--- src/rtl/mtrk_pkg.sv ---
package mtrk_pkg;
  typedef enum logic [1:0] {
    ST_IDLE = 2'd0,
    ST_XFER = 2'd1,
    ST_RES  = 2'd2
  } seq_state_t;

  localparam int RES_BYTES = 4;
  localparam int RES_IDX_W = $clog2(RES_BYTES);
endpackage

--- src/rtl/mtrk_len.sv ---
module mtrk_len #(
  parameter int DW   = 8,
  parameter int NMAX = 7,
  parameter int LW   = 8 + NMAX
) (
  input  logic [7:0]    size,
  input  logic [DW-1:0] dlen,
  output logic [LW-1:0] len,
  output logic          bad
);
  localparam logic [LW-1:0] BASE = LW'(128);

  always_comb begin
    bad = (size > 8'(NMAX));
    if (size == 8'd0) begin
      len = (dlen == '0) ? BASE : LW'(dlen);
    end else begin
      len = BASE << size;
    end
  end
endmodule

--- src/rtl/mtrk_step.sv ---
module mtrk_step #(
  parameter int SW = 8,
  parameter int LW = 15
) (
  input  logic          clk,
  input  logic          rst_n,
  input  logic          load,
  input  logic          ld_head,
  input  logic [SW-1:0] ld_sect,
  input  logic [SW-1:0] eot,
  input  logic          multi,
  input  logic [LW-1:0] len,
  input  logic          adv,
  output logic          head,
  output logic [SW-1:0] sect,
  output logic          last
);
  logic          head_q, head_d;
  logic [SW-1:0] sect_q, sect_d;
  logic [LW-1:0] bcnt_q, bcnt_d;
  logic          sect_end, at_eot, roll, en;

  always_comb begin
    sect_end = (bcnt_q == len - LW'(1));
    at_eot   = (sect_q == eot);
    roll     = multi && !head_q;
    last     = sect_end && at_eot && !roll;
    en       = load || adv;
    head_d   = head_q;
    sect_d   = sect_q;
    bcnt_d   = bcnt_q;
    if (load) begin
      head_d = ld_head;
      sect_d = ld_sect;
      bcnt_d = '0;
    end else if (adv) begin
      if (!sect_end) begin
        bcnt_d = bcnt_q + LW'(1);
      end else begin
        bcnt_d = '0;
        if (at_eot && roll) begin
          head_d = 1'b1;
          sect_d = SW'(1);
        end else if (!at_eot) begin
          sect_d = sect_q + SW'(1);
        end
      end
    end
  end

  always_ff @(posedge clk or negedge rst_n) begin
    if (!rst_n) begin
      head_q <= 1'b0;
      sect_q <= '0;
      bcnt_q <= '0;
    end else if (en) begin
      head_q <= head_d;
      sect_q <= sect_d;
      bcnt_q <= bcnt_d;
    end
  end

  assign head = head_q;
  assign sect = sect_q;
endmodule

--- src/rtl/mtrk_res.sv ---
module mtrk_res #(
  parameter int NB = 4,
  parameter int IW = 2
) (
  input  logic [IW-1:0]  idx,
  input  logic [NB*8-1:0] fields,
  output logic [7:0]     data
);
  logic [7:0] slot [NB];

  for (genvar g = 0; g < NB; g++) begin : g_slot
    assign slot[g] = fields[g*8 +: 8];
  end

  always_comb begin
    data = 8'h00;
    for (int i = 0; i < NB; i++) begin
      if (idx == IW'(i)) data = slot[i];
    end
  end
endmodule

--- src/rtl/mtrk_xfer_seq.sv ---
module mtrk_xfer_seq
  import mtrk_pkg::*;
#(
  parameter int CW   = 8,
  parameter int SW   = 8,
  parameter int DW   = 8,
  parameter int NMAX = 7
) (
  input  logic          clk,
  input  logic          rst_n,
  input  logic          cmd_valid,
  input  logic [CW-1:0] cmd_cyl,
  input  logic          cmd_head,
  input  logic [SW-1:0] cmd_sect,
  input  logic [SW-1:0] cmd_eot,
  input  logic [7:0]    cmd_size,
  input  logic [DW-1:0] cmd_dlen,
  input  logic          cmd_multi,
  input  logic          cmd_pio,
  input  logic          cmd_nores,
  input  logic          media_vld,
  output logic          dma_req,
  input  logic          dma_ack,
  output logic          irq,
  input  logic          pio_ack,
  output logic          res_valid,
  output logic [7:0]    res_data,
  input  logic          res_ack,
  output logic          busy,
  output logic          cur_head,
  output logic [SW-1:0] cur_sect
);
  localparam int LW = 8 + NMAX;

  seq_state_t           state_q, state_d;
  logic [RES_IDX_W-1:0] rid_q, rid_d;
  logic [CW-1:0]        cyl_q;
  logic [SW-1:0]        eot_q;
  logic [LW-1:0]        len_q, len_c;
  logic                 multi_q, pio_q, nores_q, bad_q, bad_c;
  logic                 accept, byte_done, last_byte, in_xfer;

  mtrk_len #(.DW(DW), .NMAX(NMAX), .LW(LW)) i_len (
    .size (cmd_size),
    .dlen (cmd_dlen),
    .len  (len_c),
    .bad  (bad_c)
  );

  assign accept    = (state_q == ST_IDLE) && cmd_valid;
  assign in_xfer   = (state_q == ST_XFER);
  assign dma_req   = in_xfer && media_vld && !pio_q;
  assign irq       = in_xfer && media_vld && pio_q;
  assign byte_done = (dma_req && dma_ack) || (irq && pio_ack);

  mtrk_step #(.SW(SW), .LW(LW)) i_step (
    .clk     (clk),
    .rst_n   (rst_n),
    .load    (accept),
    .ld_head (cmd_head),
    .ld_sect (cmd_sect),
    .eot     (eot_q),
    .multi   (multi_q),
    .len     (len_q),
    .adv     (byte_done),
    .head    (cur_head),
    .sect    (cur_sect),
    .last    (last_byte)
  );

  always_comb begin
    state_d = state_q;
    rid_d   = rid_q;
    case (state_q)
      ST_IDLE: if (cmd_valid) begin
        rid_d = '0;
        if (bad_c) state_d = cmd_nores ? ST_IDLE : ST_RES;
        else       state_d = ST_XFER;
      end
      ST_XFER: if (byte_done && last_byte) begin
        state_d = nores_q ? ST_IDLE : ST_RES;
      end
      ST_RES: if (res_ack) begin
        if (rid_q == RES_IDX_W'(RES_BYTES - 1)) state_d = ST_IDLE;
        else                                    rid_d   = rid_q + 1'b1;
      end
      default: state_d = ST_IDLE;
    endcase
  end

  always_ff @(posedge clk or negedge rst_n) begin
    if (!rst_n) begin
      state_q <= ST_IDLE;
      rid_q   <= '0;
    end else begin
      state_q <= state_d;
      rid_q   <= rid_d;
    end
  end

  always_ff @(posedge clk or negedge rst_n) begin
    if (!rst_n) begin
      cyl_q   <= '0;
      eot_q   <= '0;
      len_q   <= LW'(128);
      multi_q <= 1'b0;
      pio_q   <= 1'b0;
      nores_q <= 1'b0;
      bad_q   <= 1'b0;
    end else if (accept) begin
      cyl_q   <= cmd_cyl;
      eot_q   <= cmd_eot;
      len_q   <= len_c;
      multi_q <= cmd_multi;
      pio_q   <= cmd_pio;
      nores_q <= cmd_nores;
      bad_q   <= bad_c;
    end
  end

  mtrk_res #(.NB(RES_BYTES), .IW(RES_IDX_W)) i_res (
    .idx    (rid_q),
    .fields ({8'(cur_sect), {7'd0, cur_head}, 8'(cyl_q), {7'd0, bad_q}}),
    .data   (res_data)
  );

  assign res_valid = (state_q == ST_RES);
  assign busy      = (state_q != ST_IDLE);
endmodule

--- config.mk ---
export PLATFORM = sky130hd
export DESIGN_NAME = mtrk_xfer_seq
export DESIGN_NICKNAME = d
export VERILOG_FILES = /design/src/rtl/mtrk_pkg.sv /design/src/rtl/mtrk_len.sv /design/src/rtl/mtrk_step.sv /design/src/rtl/mtrk_res.sv /design/src/rtl/mtrk_xfer_seq.sv
export SDC_FILE = /design/constraint.sdc
export NUM_CORES = 1
export LEC_CHECK = 0
export BUFFER_PORTS_ARGS = -buffer_cell sky130_fd_sc_hd__buf_2
export CORE_MARGIN = 2
export CORE_UTILIZATION = 50
export DETAILED_ROUTE_END_ITERATION = 10
export PLACE_DENSITY = 0.75
export SLEW_MARGIN = 20
export SYNTH_ARGS = -nofsm -noshare
export SYNTH_HDL_FRONTEND = slang
export SYNTH_HIERARCHICAL = 1
export SYNTH_SLANG_ARGS = --single-unit
--- constraint.sdc ---
create_clock -name clk -period 8.97 [get_ports clk]
set_input_delay 1.794 -clock clk [delete_from_list [all_inputs] [get_ports clk]]
set_output_delay 1.794 -clock clk [all_outputs]
set_load 0.02 [all_outputs]
==> summary.md <==
| Metric | Value |
|---|---|
| Overflow after GRT | 0 |
| Clk_skew | 0.0107 ns |
| Count of pins over their slew limit | 0 |
| Clk Latency, worst-skew pair | 0.34 ns |
| GRT met1 Usage | 27.3% |
| Final net count | roughly 530 |
| CTS H-tree depth | 3 |
| Pleak | 0.00208 uW |
| DP HPWL | around 6.5 mm |
| Synth Area in Simple Gates | 22.9% |
| Synth top area cells | dfrtp_1, mux2_1, mux4_2 |
| DR pass1 iterations | 4 |
| CTS root buf | clkbuf_8 |
| GR Util met3 | 4.67% |
| Clock sink total | 63 |
| CP cell instances | buf_2, nand3_1, nor2_1, buf_2 |
| Setup Fix Bufs, Post-CTS | 0 |
| RSZ-0062 raised after global routing | false |
| Final hold violations | 0 |
| Detailed-route via count | 3,257 |
| Total GRT Usage | 21.8% |
| CTS Buffer Depth | 2 |
| Post-Place Setup Slack | 4.68 ns |
| Most Frequent Cell on Critical Path | buf_2 |
| Core area | 7730 sq um |
| Achievable frequency | 245 MHz |
| Crit Path Max Fanout | 3 |
| # IOs | 72 |
| Die Y | 93.2 um |
| GRT Max-Usage Layer | met2 |
| Post-synthesis sequential area ratio | between 30% and 40% |
| Largest net degree at the start of global routing | 66 |
| Slowest CP cell | buf_2 |
| Antenna violations before repair | 0 |
| Crit path launch type | primary input |
| Status | complete, no violations |
| Syn Area/Cell | between 10 and 15 sq um |
| Routed wire length | about 9.0 mm |
| Routability Congestion | 0.825 |
| Yosys warning count | 6 |
| Synth Area in Compound Gates | 9.62% |
| Mux contribution to synthesized area | 16.0% |
| Syn Inst Count | 394 |
| Area of the mapped netlist | ~4000 sq um |
| Vias in the first global route | 3,104 |
| Setup TNS | 0 ns |
| First-pass GRT wire length | between 10 and 15 mm |
| Port bufs | 71 |
| CTS Hold Bufs | 0 |
| Initial DRC Count | 172 |
| Hold slack | ~0.45 ns |
| Max-cap violations | 0 |
| CTS buffer count | 9 |
| Area after DPL | 4440 sq um |
| Crit end category | output port |
| Post-Synth XOR/XNOR Area | 7.04% |
| Fillers | between 600 and 700 |
| Area Overhead vs Synth | 17.4% |
| Synth area leader | dfrtp_1 |
| CTS tree | built |
| Post-synth top flop | dfrtp_1 |
| Fin area | 4670 sq um |
| FFs w/ async S/R, synth | 100% |
| Data arrival, critical path | 2.28 ns |
| Setup violators final | 0 |
| Final routed DRC violation total | 0 |
| Crit path required time | 7.18 ns |
| Ant. Diodes | 0 |
| Yosys top cell area share | 39.0% |
| Final Worst Setup Slack | 4.89 ns |
| Initial Utilization | 51.5% |
| Placement Rows | 32 |
| Hold Path Class | flop to flop |
| Post-synthesis register bit count | 63 |
| Post-layout minimum cycle time | 4.08 ns |
| Met2 usage | 38.1% |
| Post-route ant nets | 0 |
| Largest family of logic cells by synthesized area | simple AND/OR/NAND/NOR gates |
| Share of post-route cells with drive strength above 1 | approximately a quarter |
| CP Class | primary input to output port |
| Period utilisation layout | 45.5% |
| Power Dens Cells | 235 nW/um^2 |
| Slew margin rel. | 47.8% |
| Number of synthesized flops with an enable pin | 0 |
| Post-Route Utilization | 60.5% |
| Die X-Extent | just over 90 um |
| Slew @ Worst Pin | 0.783 ns |
| Clock transition at path regs | 0.06 ns |
| Crit-path max cell delay | 0.17 ns |
| Netlist cell types | 66 |
| Area share of fa/ha/maj cells after synthesis | 1.26% |
| Post-cts sizing count | 0 |
| Die Area | 8690 sq um |
| Via/cell ratio | 5.60 |
| VDD IR max | 0.0806 mV |
| Drt wl/cell | 15.5 um |
==> stage by stage <==
stage          instances  power [uW]
6_report             582        1100
5_1_grt              582        1170
4_1_cts              582        1110
3_5_place_dp         567         823
3_3_place_gp         567         808
2_1_floorplan        407         710
==> logic make-up (layout without fill, tap and decap cells) <==
group | count (synthesis) | after routing
AND/OR/NAND/NOR | 164 | 164
flip-flops | 63 | 63
AO/OA/AOI/OAI | 56 | 56
multiplexers | 49 | 49
XOR/XNOR | 32 | 32
buffers and inverters | 25 | 98
adder cells (fa/ha/maj) | 4 | 4
other | 1 | 14
==> flip-flops by register name, summed over array words and instances (netlist names) <==
name	flops
state_q	2
bad_q	1
len_q	15
rid_q	2
multi_q	1
nores_q	1
pio_q	1
eot_q	8
i_step/sect	8
cyl_q	8
i_step/head	1
i_step/bcnt_q	15
==> layout make-up <==
class / instances / area, sq um / share of cell area (%)
Multi-Input combinational cell: 319 / 2330 / 49.8
Sequential cell: 63 / 1580 / 33.8
Timing Repair Buffer: 74 / 378 / 8.09
Clock buffer: 12 / 165 / 3.53
Tap cell: 102 / 128 / 2.73
Clock inverter: 3 / 65.1 / 1.39
Inverter: 9 / 33.8 / 0.723
==> critical path: cells and delay by family <==
family / cells / cell delay [ns]
buf+inv: 2 / 0.25
simple gates: 2 / 0.23
==> power by group <==
part           internal [uW]  switching [uW]  total [uW]
registers                356            96.4         452
logic                    177             188         365
clock network            177             106         283
total                    710             390        1100
==> final timing paths <==
kind,start,end,slack (ns),cells past startpoint
max in group asynchronous,rst_n,i_step/bcnt_q[4]$_DFFE_PN0N_,6.83,2
min reg2reg,nores_q$_DFFE_PN0P_,state_q[1]$_DFFE_PN0P_,0.45,1
max reg2reg,len_q[0]$_DFFE_PN0P_,state_q[0]$_DFFE_PN0P_,5.61,12
min,nores_q$_DFFE_PN0P_,state_q[1]$_DFFE_PN0P_,0.45,1
min in group asynchronous,rst_n,rid_q[1]$_DFFE_PN0P_,1.63,2
max,media_vld,irq,4.89,4
==> synth_stat cells, types with 3 or more instances <==
| cell type | instances |
|---|---|
| nor2b_1 | 9 |
| xnor2_1 | 13 |
| nand3_1 | 10 |
| nor4_1 | 5 |
| ha_1 | 4 |
| nor2_1 | 32 |
| xor2_1 | 19 |
| clkbuf_1 | 4 |
| nand4_1 | 3 |
| nand3b_1 | 6 |
| o21ai_0 | 12 |
| nor3_1 | 23 |
| dfrtp_1 | 62 |
| or3_1 | 5 |
| nand2b_1 | 6 |
| nand2_1 | 26 |
| o31ai_1 | 3 |
| inv_1 | 8 |
| o21a_1 | 3 |
| mux4_2 | 8 |
| mux2i_1 | 5 |
| a31oi_1 | 7 |
| mux2_1 | 34 |
| and3_1 | 10 |
| o211ai_1 | 3 |
| buf_2 | 4 |
| buf_6 | 5 |
| a21oi_1 | 9 |
| and2_1 | 7 |
| nand4b_1 | 3 |
==> layer usage <==
metal / wire length, um / vias up
met2: 4540 / 89
li1: - / 1580
met4: 51 / 0
met3: 476 / 6
met1: 3950 / 1582
met5: 0 / -
==> cell usage in the layout (no fill, tap or decap), types with 5 or more instances in the layout <==
cell type	count
nor2b_1	9
and3_1	10
nand2_1	26
xor2_1	19
mux2_1	34
or3_1	5
a21oi_1	9
nand3_1	10
dfrtp_1	62
inv_1	8
mux2i_1	5
nor2_1	32
conb_1	14
nor3_1	23
nand2b_1	6
and2_1	7
clkbuf_8	12
a31oi_1	7
nand3b_1	6
mux4_2	8
o21ai_0	12
xnor2_1	13
buf_2	71
Power figures use the tool's default switching activity.
